### src/rtl/refsel_ctrl.sv
module refsel_ctrl #(
  parameter int QUAL_MS = 50,
  parameter int LOCK_MS = 100
) (
  input  logic       clk,
  input  logic       rst_n,
  input  logic       ms_tick,
  input  logic [1:0] ref_dis,
  input  logic [1:0] ref_oor,
  input  logic       merge_sel,
  input  logic       in_window,
  output logic       sel_ref,
  output logic       holdover,
  output logic       ref_fail,
  output logic       lock,
  output logic       ref_chg,
  output logic [1:0] mode
);
  localparam int QW = $clog2(QUAL_MS + 1);
  localparam int LW = $clog2(LOCK_MS + 1);
  localparam logic [1:0] M_NORM = 2'd0, M_HOLD = 2'd1, M_TIE = 2'd2;

  logic [QW-1:0] qual_cnt;
  logic [LW-1:0] lock_cnt;

  wire cur_bad   = ref_dis[sel_ref] | ref_oor[sel_ref];
  wire both_oor  = &ref_oor;
  wire qual_done = ms_tick && (qual_cnt == QW'(QUAL_MS - 1));

  assign holdover = (mode == M_HOLD);
  assign ref_fail = (mode == M_HOLD);

  always_ff @(posedge clk) begin
    if (!rst_n) begin
      mode     <= M_NORM;
      sel_ref  <= 1'b0;
      ref_chg  <= 1'b0;
      qual_cnt <= '0;
    end else begin
      ref_chg <= 1'b0;
      case (mode)
        M_NORM: begin
          qual_cnt <= '0;
          if (cur_bad) mode <= M_HOLD;
        end
        M_HOLD: begin
          if (both_oor) qual_cnt <= '0;
          else if (!cur_bad) mode <= merge_sel ? M_TIE : M_NORM;
          else if (qual_done) begin
            sel_ref <= ~sel_ref;
            ref_chg <= 1'b1;
            mode    <= M_TIE;
          end else if (ms_tick) qual_cnt <= qual_cnt + 1'b1;
        end
        M_TIE: begin
          qual_cnt <= '0;
          mode     <= cur_bad ? M_HOLD : M_NORM;
        end
        default: mode <= M_NORM;
      endcase
    end
  end

  always_ff @(posedge clk) begin
    if (!rst_n || !in_window) begin
      lock     <= 1'b0;
      lock_cnt <= '0;
    end else if (!lock && ms_tick) begin
      if (lock_cnt == LW'(LOCK_MS - 1)) lock <= 1'b1;
      else lock_cnt <= lock_cnt + 1'b1;
    end
  end
endmodule

### config.mk
export PLATFORM = sky130hd
export DESIGN_NAME = refsel_ctrl
export DESIGN_NICKNAME = d
export VERILOG_FILES = /design/src/rtl/refsel_ctrl.sv
export SDC_FILE = /design/constraint.sdc
export NUM_CORES = 1
export LEC_CHECK = 0
export BUFFER_PORTS_ARGS = -buffer_cell sky130_fd_sc_hd__buf_2
export CAP_MARGIN = 20
export CELL_PAD_IN_SITES_DETAIL_PLACEMENT = 1
export CELL_PAD_IN_SITES_GLOBAL_PLACEMENT = 2
export CORE_ASPECT_RATIO = 0.9
export CORE_MARGIN = 5
export CORE_UTILIZATION = 34
export CTS_BUF_LIST = sky130_fd_sc_hd__clkbuf_4 sky130_fd_sc_hd__clkbuf_8 sky130_fd_sc_hd__clkbuf_16
export DETAILED_ROUTE_END_ITERATION = 7
export GPL_ROUTABILITY_DRIVEN = 0
export HOLD_SLACK_MARGIN = 0.12
export PLACE_DENSITY_LB_ADDON = 0.1
export SLEW_MARGIN = 15
export SYNTH_ARGS = -nofsm -noshare
export SYNTH_HDL_FRONTEND = slang
export SYNTH_SLANG_ARGS = --single-unit
export TNS_END_PERCENT = 20
### constraint.sdc
create_clock -name clk -period 3.85 [get_ports clk]
set_clock_uncertainty 0.15 [all_clocks]
set_input_delay 0.5775 -clock clk [delete_from_list [all_inputs] [get_ports clk]]
set_output_delay 0.5775 -clock clk [all_outputs]
set_load 0.05 [all_outputs]
After elaboration in Yosys (flattened, before gate mapping)
Index checks and enable logic that the tools add are counted.
{"block": "totals", "ramBits": 0, "word_cells": 59, "mem_count": 0, "output_inout_bits": 7, "latch_bits": 0, "reg_bits": 18, "mem_bits_ro": 0, "inputBits": 9}
{"block": "op_classes", "eq_ne": 10, "mux": 17, "mul": 0, "reduce_logical": 16, "shifts": 0, "n_bitwise": 7, "div_mod_pow": 0, "addsub": 2, "order_cmp": 1}
{"cell": "$mux W6", "n": 4}
{"cell": "$pmux W6 S2", "n": 1}
{"cell": "$mux W2", "n": 5}
{"cell": "$reduce_and A4 Y1", "n": 2}
{"cell": "$add A7 B1 Y7 const B", "n": 1}
{"cell": "$eq A7 B7 Y1 const B", "n": 1}
{"cell": "$add A6 B1 Y6 const B", "n": 1}
{"cell": "$eq A6 B6 Y1 const B", "n": 1}
{"cell": "$mux W1", "n": 6}
{"cell": "$ne A3 B2 Y1 const B", "n": 2}
{"cell": "$not A1 Y1", "n": 6}
{"cell": "$pmux W2 S3", "n": 1}
{"cell": "$reduce_and A2 Y1", "n": 3}
{"cell": "$ne A2 B2 Y1 const B", "n": 2}
{"cell": "$reduce_or A4 Y1", "n": 1}
{"cell": "$logic_not A1 Y1", "n": 3}
{"cell": "$ne A3 B1 Y1 const B", "n": 1}
{"cell": "$ne A3 B3 Y1 const B", "n": 1}
{"cell": "$reduce_and A3 Y1", "n": 1}
{"cell": "$eq A2 B1 Y1 const B", "n": 1}
{"cell": "$eq A2 B2 Y1 const B", "n": 1}
{"cell": "$logic_and A1 B1 Y1", "n": 2}
{"cell": "$logic_not A2 Y1", "n": 1}
{"cell": "$lt A1 B2 Y1 const B", "n": 1}
{"cell": "4 further kinds", "n": 4}

Longest topological paths before layout
Gate-level depths: netlist of run 1.
{"block": "logic_depth", "ltp_word": 6, "ltp_mapped": 6, "mapped_depth_nobuf": 6}

Least setup slack after synthesis of run 1
OpenSTA, ideal clock, no wires.
{"block": "synth_path", "path_kind": "register to output", "from": "register mode[0]", "to": "output ref_fail", "arrival_time_ns": 1.876, "path_slack_ns": 1.246, "path_buffers": 1, "required_time_ns": 3.122, "stages_incl_launch_ff": 3, "cell_sequence": "dfxtp_1 nor2b_1 buf_4"}
{"block": "synth_via", "elab_chain_len": 1}
{"element": "from (decl)", "line_no": "17", "text": "output logic [1:0] mode"}
{"element": "from (signal assigned)", "line_no": "48", "text": "else if (!cur_bad) mode <= merge_sel ? M_TIE : M_NORM;"}
{"element": "from (signal assigned)", "line_no": "57", "text": "mode <= cur_bad ? M_HOLD : M_NORM;"}
{"element": "$eq A2 B1 Y1"}
{"element": "to (decl)", "line_no": "14", "text": "output logic ref_fail,"}
No other way between the ends.

Final worst setup path of run 1
{"block": "layout_path", "from": "register mode[0]", "to": "output holdover"}
{"block": "layout_via", "elab_chain_len": 1}
{"element": "$eq A2 B1 Y1", "line_no": "30", "text": "assign holdover = (mode == M_HOLD);"}
{"element": "to (decl)", "line_no": "13", "text": "output logic holdover,"}
No other way between the ends.

==> impl_metrics.json, run 1 <==
{
  "global_route.usage.total_pct": 12.59,
  "postCtsResizedCells": 0,
  "critical_path_arrival_ns": 1.27,
  "clock_tree_from_tritoncts": "done",
  "global_route.usage.met3_pct": 5.426,
  "critPathMaxFanout": 5,
  "synthCells": 95,
  "share_of_final_layout_standard_cells_stronger_than_drive_strength_1_pct": 21.24,
  "postCtsHoldBufs": 0,
  "drt_iter0_markers": 22,
  "critical_path.n_buffers_inverters": 1,
  "status": "finished clean",
  "grt_start_max_net_pins": 11,
  "io_pins": 16,
  "ys_types": 38,
  "route.detailed.drc": 0,
  "critPathSlowestCell": "dfxtp_1",
  "via_per_inst": 5.539,
  "post_layout_nonfiller_instances": 141,
  "clk_root_buffer_cell": "clkbuf_4",
  "critical_path_class": "register to primary output",
  "whs_ns": 0.3280,
  "total_instance_count_after_detailed_placement": 137,
  "design.final.nets": 126,
  "timing.fmax_mhz": 500.6,
  "final_area_sq_um": 1012,
  "synth_top_area_cell": "dfxtp_1",
  "core_footprint_sq_um": 2467,
  "critPathCaptureType": "primary output",
  "antenna_left": 0,
  "setup_violations": 0,
  "final_min_period_over_clock_period_pct": 51.88,
  "htree_levels": 1,
  "grtUsageMet2_pct": 17.68,
  "die_area_sq_um": 3684,
  "tightest_slew_ns": 0.6332,
  "dp_hpwl_um": 1605,
  "cp_data_required_time_ns": 3.12,
  "finalHoldViolations": 0,
  "maxSlewHeadroom_pct": 57.65,
  "source_to_sink_clock_delay_at_the_later_pin_of_the_worst_skew_pair_ns": 0.30,
  "post-cts-setup-buffer-count": 0,
  "synth_seq_area_share_pct": 41.26,
  "syn_to_final_growth_pct": 15.90,
  "detailedRoute.firstPassIterationCount": 4,
  "synth-main-ff-cell": "dfxtp_1",
  "grt_setup_unrepaired": "false",
  "die_h_um": 58.08,
  "grt_pass1_vias": 776,
  "setup_total_negative_slack_ns": 0,
  "critical_path.cell_chain": "nor2b_1 > buf_2",
  "final_max_slew_viol_count": 0,
  "route.detailed.wl_per_inst_um": 14.90,
  "cp-start-kind": "register",
  "post_synth_instance_area_sq_um": 873.3,
  "min-delay-path-class": "register to register",
  "diodes": 0,
  "synthDominantCellAreaShare_pct": 41.26,
  "period_minus_slack_ns": 1.998,
  "ys_top_cells_by_count": "dfxtp_1, nor2_1, nand2_1",
  "synth.ff_latch_count": 18,
  "drt_wl_total_um": 2101,
  "clkSlewWorstSetupHoldPaths_ns": 0.11,
  "yosys.cell_count.top_type": "dfxtp_1",
  "grt_overflow": 0,
  "yosys_warnings": 0,
  "chipWidth_um": 63.43,
  "critical_path.max_stage_delay_ns": 0.39,
  "groute.layer.met1.usage_pct": 16.71,
  "synthTopCellsByArea": "dfxtp_1, ha_1, xor2_1",
  "grt_antenna_before_repair": 0,
  "vias": 781,
  "cp_top_family": "flip-flops",
  "postSynthAreaPerCell_sq_um": 9.193,
  "max-clock-path-buffers": 2,
  "first_pass_grt_wire_length_um": 3608,
  "async_flop_share_pct": 0,
  "timing.max_cap.violations": 0,
  "number_of_enable_flip_flop_cells_after_synthesis": 0,
  "numClockSinks": 18,
  "port_buffers": 15,
  "grt-busiest-layer": "met2",
  "floorplan.rows": 17,
  "net_count_after_synthesis": 107,
  "power_leakage_nw": 0.3991,
  "floorplan.initialDensity_pct": 35.40,
  "postPlaceCellArea_sq_um": 975.9,
  "ir_worst_vdd_uv": 200.8,
  "pwr_density_cell_nw_per_um2": 344.3,
  "numCtsBuffers": 3
}
==> kinds of logic (layout without fill, tap and decap cells) <==
logic type                 Yosys count  after routing  synth area share [%]
and+or+nand+nor                     42             42                 27.51
AOI/OAI and AO/OA                   23             23                 18.34
DFF                                 18             18                 41.26
xor gates and xnor gates             5              5                 5.014
adders and majority gates            3              3                 4.298
muxes                                2              2                 2.292
buffers and inverters                2             20                 1.289
==> report_power, final <==
part / internal [mW] / switching [mW] / total (mW)
clock network: 0.0577 / 0.0612 / 0.119
registers: 0.188 / 0.00238 / 0.191
logic: 0.0127 / 0.0262 / 0.0389
total: 0.259 / 0.0898 / 0.349
==> routing by layer <==
metal  vias to the layer above  wire [um]
li1                        388          -
met1                       371       1044
met2                        18        878
met3                         4        140
met4                         0         37
met5                         -          0
==> state kept, by name, indices dropped and copies added (netlist names) <==
name      cells
sel_ref       1
mode          2
lock_cnt      7
qual_cnt      6
ref_chg       1
lock          1
==> layout make-up <==
cell class	count	area (sq um)
Multi-Input combinational cell	75	501.7
Inverter	1	3.754
Fill cell	311	1455
Clock buffer	4	36.28
Tap cell	28	35.03
Sequential cell	18	360.3
Timing Repair Buffer	15	75.07
==> worst paths after layout <==
check	startpoint	to	cells past startpoint	slack (ns)
max reg2reg	sel_ref	sel_ref	4	2.15
max	mode[0]	holdover	2	1.85
min reg2reg	qual_cnt[5]	qual_cnt[5]	1	0.33
min	qual_cnt[5]	qual_cnt[5]	1	0.33
==> per-stage QoR <==
step,power (mW),util (%),setup slack (ns)
floorplan,0.2211,-,1.246
global placement,0.2339,39.55,1.837
detailed placement,0.2341,39.55,1.812
CTS,0.3580,41.02,1.831
global route,0.3698,41.02,1.738
finish,0.3486,41.02,1.852
==> placed cells by master (no fill, tap or decap), types with 3 or more instances in the layout <==
master	n
buf_2	15
nand2_1	7
o31ai_1	3
nor2_1	9
nor3_1	3
nand2b_1	3
dfxtp_1	18
clkbuf_4	3
nand3_1	4
ha_1	3
a21oi_1	5
xor2_1	4
o211ai_1	3
(Power assumes the default switching activity.)
==> inputs of run 2 (changes only) <==
CORE_UTILIZATION = 29   (was 34)
clock period = 1.6 ns   (was 3.85 ns; I/O delays follow)
==> run 2 against run 1 <==
The flow now finishes with violations (negative setup slack). Count of clock-buffer cells in the layout unchanged. Hold slack worse by 0.15 ns. Highest routed layer unchanged. Die area up 14%. Via count up 4.4%.
==> impl_metrics.json, run 2 (synthesis results as in run 1) <==
{
  "design.final.nets": 138,
  "port_buffers": 15,
  "postPlaceCellArea_sq_um": 1086,
  "floorplan.initialDensity_pct": 31.02,
  "die_h_um": 62.06,
  "status": "finished with violations",
  "numClockSinks": 18,
  "critPathCaptureType": "register",
  "first_pass_grt_wire_length_um": 3650,
  "final_max_slew_viol_count": 0,
  "vias": 815,
  "critical_path_class": "register to register",
  "grt_setup_unrepaired": "true",
  "multi_input_comb_area_sq_um": 559.3,
  "finalHoldViolations": 0,
  "antenna_left": 0,
  "min-delay-path-class": "primary input to register",
  "dp_hpwl_um": 1748,
  "grt_antenna_before_repair": 0,
  "share_of_final_layout_standard_cells_stronger_than_drive_strength_1_pct": 38.40,
  "ir_worst_vdd_uv": 330.2,
  "maxSlewHeadroom_pct": 78.74,
  "top_regs": "lock_cnt: 7 flops, qual_cnt: 6 flops, mode: 2 flops",
  "cp_data_required_time_ns": 1.65,
  "numCtsBuffers": 3,
  "post-cts-setup-buffer-count": 0,
  "die_area_sq_um": 4210,
  "report.power.total_mw": 0.8652,
  "setup_violations": 1,
  "source_to_sink_clock_delay_at_the_later_pin_of_the_worst_skew_pair_ns": 0.29,
  "final_min_period_over_clock_period_pct": 100.3,
  "chipWidth_um": 67.85,
  "grt_start_max_net_pins": 11,
  "critical_path_arrival_ns": 1.65,
  "route.detailed.drc": 0,
  "final_common_cell": "buf_2",
  "timing.max_cap.violations": 0,
  "fillers": 347,
  "worst_case_setup_margin_in_the_final_layout_ns": -0.004851,
  "max-clock-path-buffers": 2,
  "syn_to_final_growth_pct": 37.11,
  "pwr_density_cell_nw_per_um2": 722.6,
  "timing.fmax_mhz": 623.1,
  "cp-start-kind": "register",
  "grt_overflow": 0,
  "core_footprint_sq_um": 2815,
  "period_minus_slack_ns": 1.605,
  "final_area_sq_um": 1197,
  "floorplan.rows": 18,
  "ff_latch_area_sq_um": 372.9,
  "detailedRoute.firstPassIterationCount": 4,
  "top_register": "lock_cnt",
  "failed_checks": "negative setup slack",
  "whs_ns": 0.1733,
  "power_leakage_nw": 0.4707,
  "clock_tree_from_tritoncts": "done",
  "critPathMaxFanout": 6,
  "clk_root_buffer_cell": "clkbuf_4",
  "tightest_slew_ns": 0.3179,
  "drt_wl_total_um": 2287,
  "grt_pass1_vias": 779,
  "htree_levels": 1,
  "clkSlewWorstSetupHoldPaths_ns": 0.11,
  "global_route.usage.total_pct": 11.63,
  "via_per_inst": 4.939,
  "mostFrequentLayoutCells": "buf_2, dfxtp_1, buf_4",
  "largest_register_ffs": 7,
  "io_pins": 16,
  "drt_iter0_markers": 49,
  "diodes": 0,
  "setup_total_negative_slack_ns": -0.004851,
  "route.detailed.wl_per_inst_um": 13.86
}
run 2: path summary, 6_finish.rpt:
kind                                  start     endpoint  slack [ns]  cells after the start
worst max-delay path            qual_cnt[2]  qual_cnt[1]      -0.005                      5
worst min-delay path                ms_tick         lock        0.17                      3
worst max register to register  qual_cnt[2]  qual_cnt[1]      -0.005                      5
worst min register to register  qual_cnt[4]  qual_cnt[4]        0.32                      1
run 2: through the flow:
stage                     instances  utilization, %  setup slack (ns)
after floorplan                  95               -          -0.03443
after global placement          159           38.58          -0.02200
after detailed placement        159           38.58          -0.04817
after CTS                       165           40.89          0.005759
after global routing            165           42.53          -0.04325
final                           165           42.53         -0.004851
run 2: what timing repair did:
action                                  CTS  global route
hold buffers                              2             0
gates resized for setup                   2            11
hold endpoints to repair                  4             0
endpoints found under the setup margin    3             7
pin swaps                                 2             3
gates cloned                              0             0
run 2: layout make-up:
cell class / count / area share (%)
Clock buffer: 4 / 3.030
Inverter: 1 / 0.3135
Multi-Input combinational cell: 75 / 46.71
Sequential cell: 18 / 31.14
Tap cell: 40 / 4.180
Timing Repair Buffer: 27 / 14.63
run 2: per-layer routing:
metal / up-vias / global-route usage, % / wire [um]
met2: 16 / 16.50 / 961
met5: - / 0 / 0
met4: 0 / 5.099 / 22
li1: 415 / - / -
met3: 2 / 3.058 / 111
met1: 382 / 16.52 / 1192
run 2: report_power, final:
part           switching (mW)  internal, mW
registers             0.00634         0.453
logic                  0.0724        0.0432
clock network           0.152         0.139
total                   0.230         0.635
run 2: worst max-delay path, stage by stage, from the launching register on:
cell,delay (ns)
dfxtp_2,0.35
and4bb_1,0.32
nand3_4,0.13
a32oi_4,0.31
o21ai_2,0.11
o32ai_2,0.15
==> inputs of run 3 (changes only) <==
PLACE_DENSITY_LB_ADDON = 0.25   (was 0.1)
==> run 3 against run 2 <==
Register-to-register slack better by 0.05 ns. Clock power is 2% lower. The flow now finishes without violations. Cell count is 0.61% lower. Power is 1.2% lower.
==> impl_metrics.json, run 3 (synthesis results as in run 1) <==
{
  "final_max_slew_viol_count": 0,
  "place_worst_setup_slack_ns": -0.01022,
  "critPathCaptureType": "register",
  "floorplan.rows": 18,
  "largest_register_ffs": 7,
  "final_common_cell": "buf_2",
  "grt_antenna_before_repair": 0,
  "clock_tree_from_tritoncts": "done",
  "critical_path_class": "register to register",
  "top_register": "lock_cnt",
  "power_frac_comb_pct": 12.9,
  "antenna_left": 0,
  "total_instance_count_after_detailed_placement": 158,
  "setup_total_negative_slack_ns": 0,
  "ir_worst_vdd_uv": 339.3,
  "vias": 831,
  "ff_latch_area_sq_um": 371.6,
  "finished_core_util_pct": 41.16,
  "timing.fmax_mhz": 644.4,
  "postPlaceCellArea_sq_um": 1079,
  "switching_share_pct": 26.02,
  "htree_levels": 1,
  "clkSlewWorstSetupHoldPaths_ns": 0.10,
  "mostFrequentLayoutCells": "buf_2, dfxtp_1, nor2_1, buf_4, nand2_1",
  "source_to_sink_clock_delay_at_the_later_pin_of_the_worst_skew_pair_ns": 0.30,
  "cp_data_required_time_ns": 1.66,
  "final_min_period_over_clock_period_pct": 96.99,
  "timing.max_cap.violations": 0,
  "chipWidth_um": 67.85,
  "global_route.usage.total_pct": 12.41,
  "diodes": 0,
  "core_footprint_sq_um": 2815,
  "die_area_sq_um": 4210,
  "regToRegEndpoint": "qual_cnt[1]",
  "finalHoldViolations": 0,
  "multi_input_comb_area_sq_um": 534.3,
  "power_leakage_nw": 0.4641,
  "route.detailed.drc": 0,
  "cp-start-kind": "register",
  "numClockSinks": 18,
  "die_h_um": 62.06,
  "design.final.nets": 137,
  "regToRegStartpoint": "sel_ref",
  "power_frac_clock_pct": 33.4,
  "grt_start_max_net_pins": 11,
  "grt_setup_unrepaired": "false",
  "pwr_density_cell_nw_per_um2": 737.7,
  "whs_ns": 0.1402,
  "detailedRoute.firstPassIterationCount": 4,
  "grt_overflow": 0,
  "crit_start": "sel_ref",
  "port_buffers": 15,
  "internal_power_component_mw": 0.6323,
  "via_per_inst": 5.067,
  "min-delay-path-class": "primary input to register",
  "syn_to_final_growth_pct": 32.66,
  "tightest_slew_ns": 0.3815,
  "route.detailed.wl_per_inst_um": 14.67,
  "worst-r2r-cell-count": 4,
  "dp_hpwl_um": 1889,
  "pwr-share-seq_pct": 53.8,
  "io_pins": 16,
  "status": "finished clean",
  "top_regs": "lock_cnt: 7 flops, qual_cnt: 6 flops, mode: 2 flops",
  "drt_iter0_markers": 14,
  "net-switching-power_mw": 0.2224,
  "critPathMaxFanout": 5,
  "regToRegSetupSlack_ns": 0.05,
  "first_pass_grt_wire_length_um": 3850,
  "max-clock-path-buffers": 2,
  "report.power.total_mw": 0.8547,
  "numCtsBuffers": 3,
  "final_area_sq_um": 1159,
  "setup.worst_path.end": "qual_cnt[1]",
  "drt_wl_total_um": 2406,
  "share_of_final_layout_standard_cells_stronger_than_drive_strength_1_pct": 35.48,
  "grt_pass1_vias": 873,
  "fillers": 340,
  "hold_start": "ms_tick",
  "setup_violations": 0,
  "critical_path_arrival_ns": 1.61,
  "period_minus_slack_ns": 1.552,
  "worst_case_setup_margin_in_the_final_layout_ns": 0.04819,
  "floorplan.initialDensity_pct": 31.02,
  "maxSlewHeadroom_pct": 74.49,
  "clk_root_buffer_cell": "clkbuf_4",
  "post_layout_nonfiller_instances": 164
}
[run 3: cell count changes in the layout (fill, tap and decap cells not counted), sizes merged]
cell	before	now
clkbuf	6	4
buf	23	24
[run 3: per-layer routing]
layer | up-vias | routed length, um | share of wire [%] | global-route usage [%]
met5 | - | 0 | 0 | 0
met4 | 0 | 16 | 0.67 | 3.399
met3 | 2 | 142 | 5.9 | 4.496
met2 | 18 | 1077 | 45 | 21.64
met1 | 398 | 1170 | 49 | 14.52
li1 | 413 | - | - | -
[run 3: critical path, cell delays in order (launching register included)]
cell and delay, ns:
dfxtp_2 0.36, o32a_1 0.42, a32oi_2 0.28, o21ai_1 0.12, o32ai_1 0.13
[run 3: timing repair]
| action | CTS | global route |
|---|---|---|
| setup buffers | 0 | 0 |
| hold endpoints to repair | 4 | 0 |
| gates resized for setup | 2 | 4 |
| hold buffers | 2 | 0 |
| endpoints found under the setup margin | 5 | 8 |
| pin swaps | 1 | 2 |
[run 3: worst min-delay path by stage]
stage                     endpoint  slack, ns  depth (start not counted)
final                      ref_chg       0.14                          3
after global routing       ref_chg       0.15                          3
after detailed placement      lock       0.32                          2
after floorplan            mode[0]       0.21                          1
after global placement        lock       0.31                          2
after CTS                  ref_chg       0.17                          3
[run 3: power by group through the flow]
stage,logic (mW),registers (mW),clock network [mW]
finish,0.110,0.460,0.285
global route,0.117,0.461,0.312
CTS,0.109,0.460,0.299
detailed placement,0.102,0.470,0
global placement,0.0998,0.469,0
floorplan,0.0592,0.476,0
[run 3: final cells by class]
class                           count  area share, %
Multi-Input combinational cell     75          46.11
Sequential cell                    18          32.07
Timing Repair Buffer               26          14.04
Tap cell                           40          4.320
Clock buffer                        4          3.132
Inverter                            1         0.3240
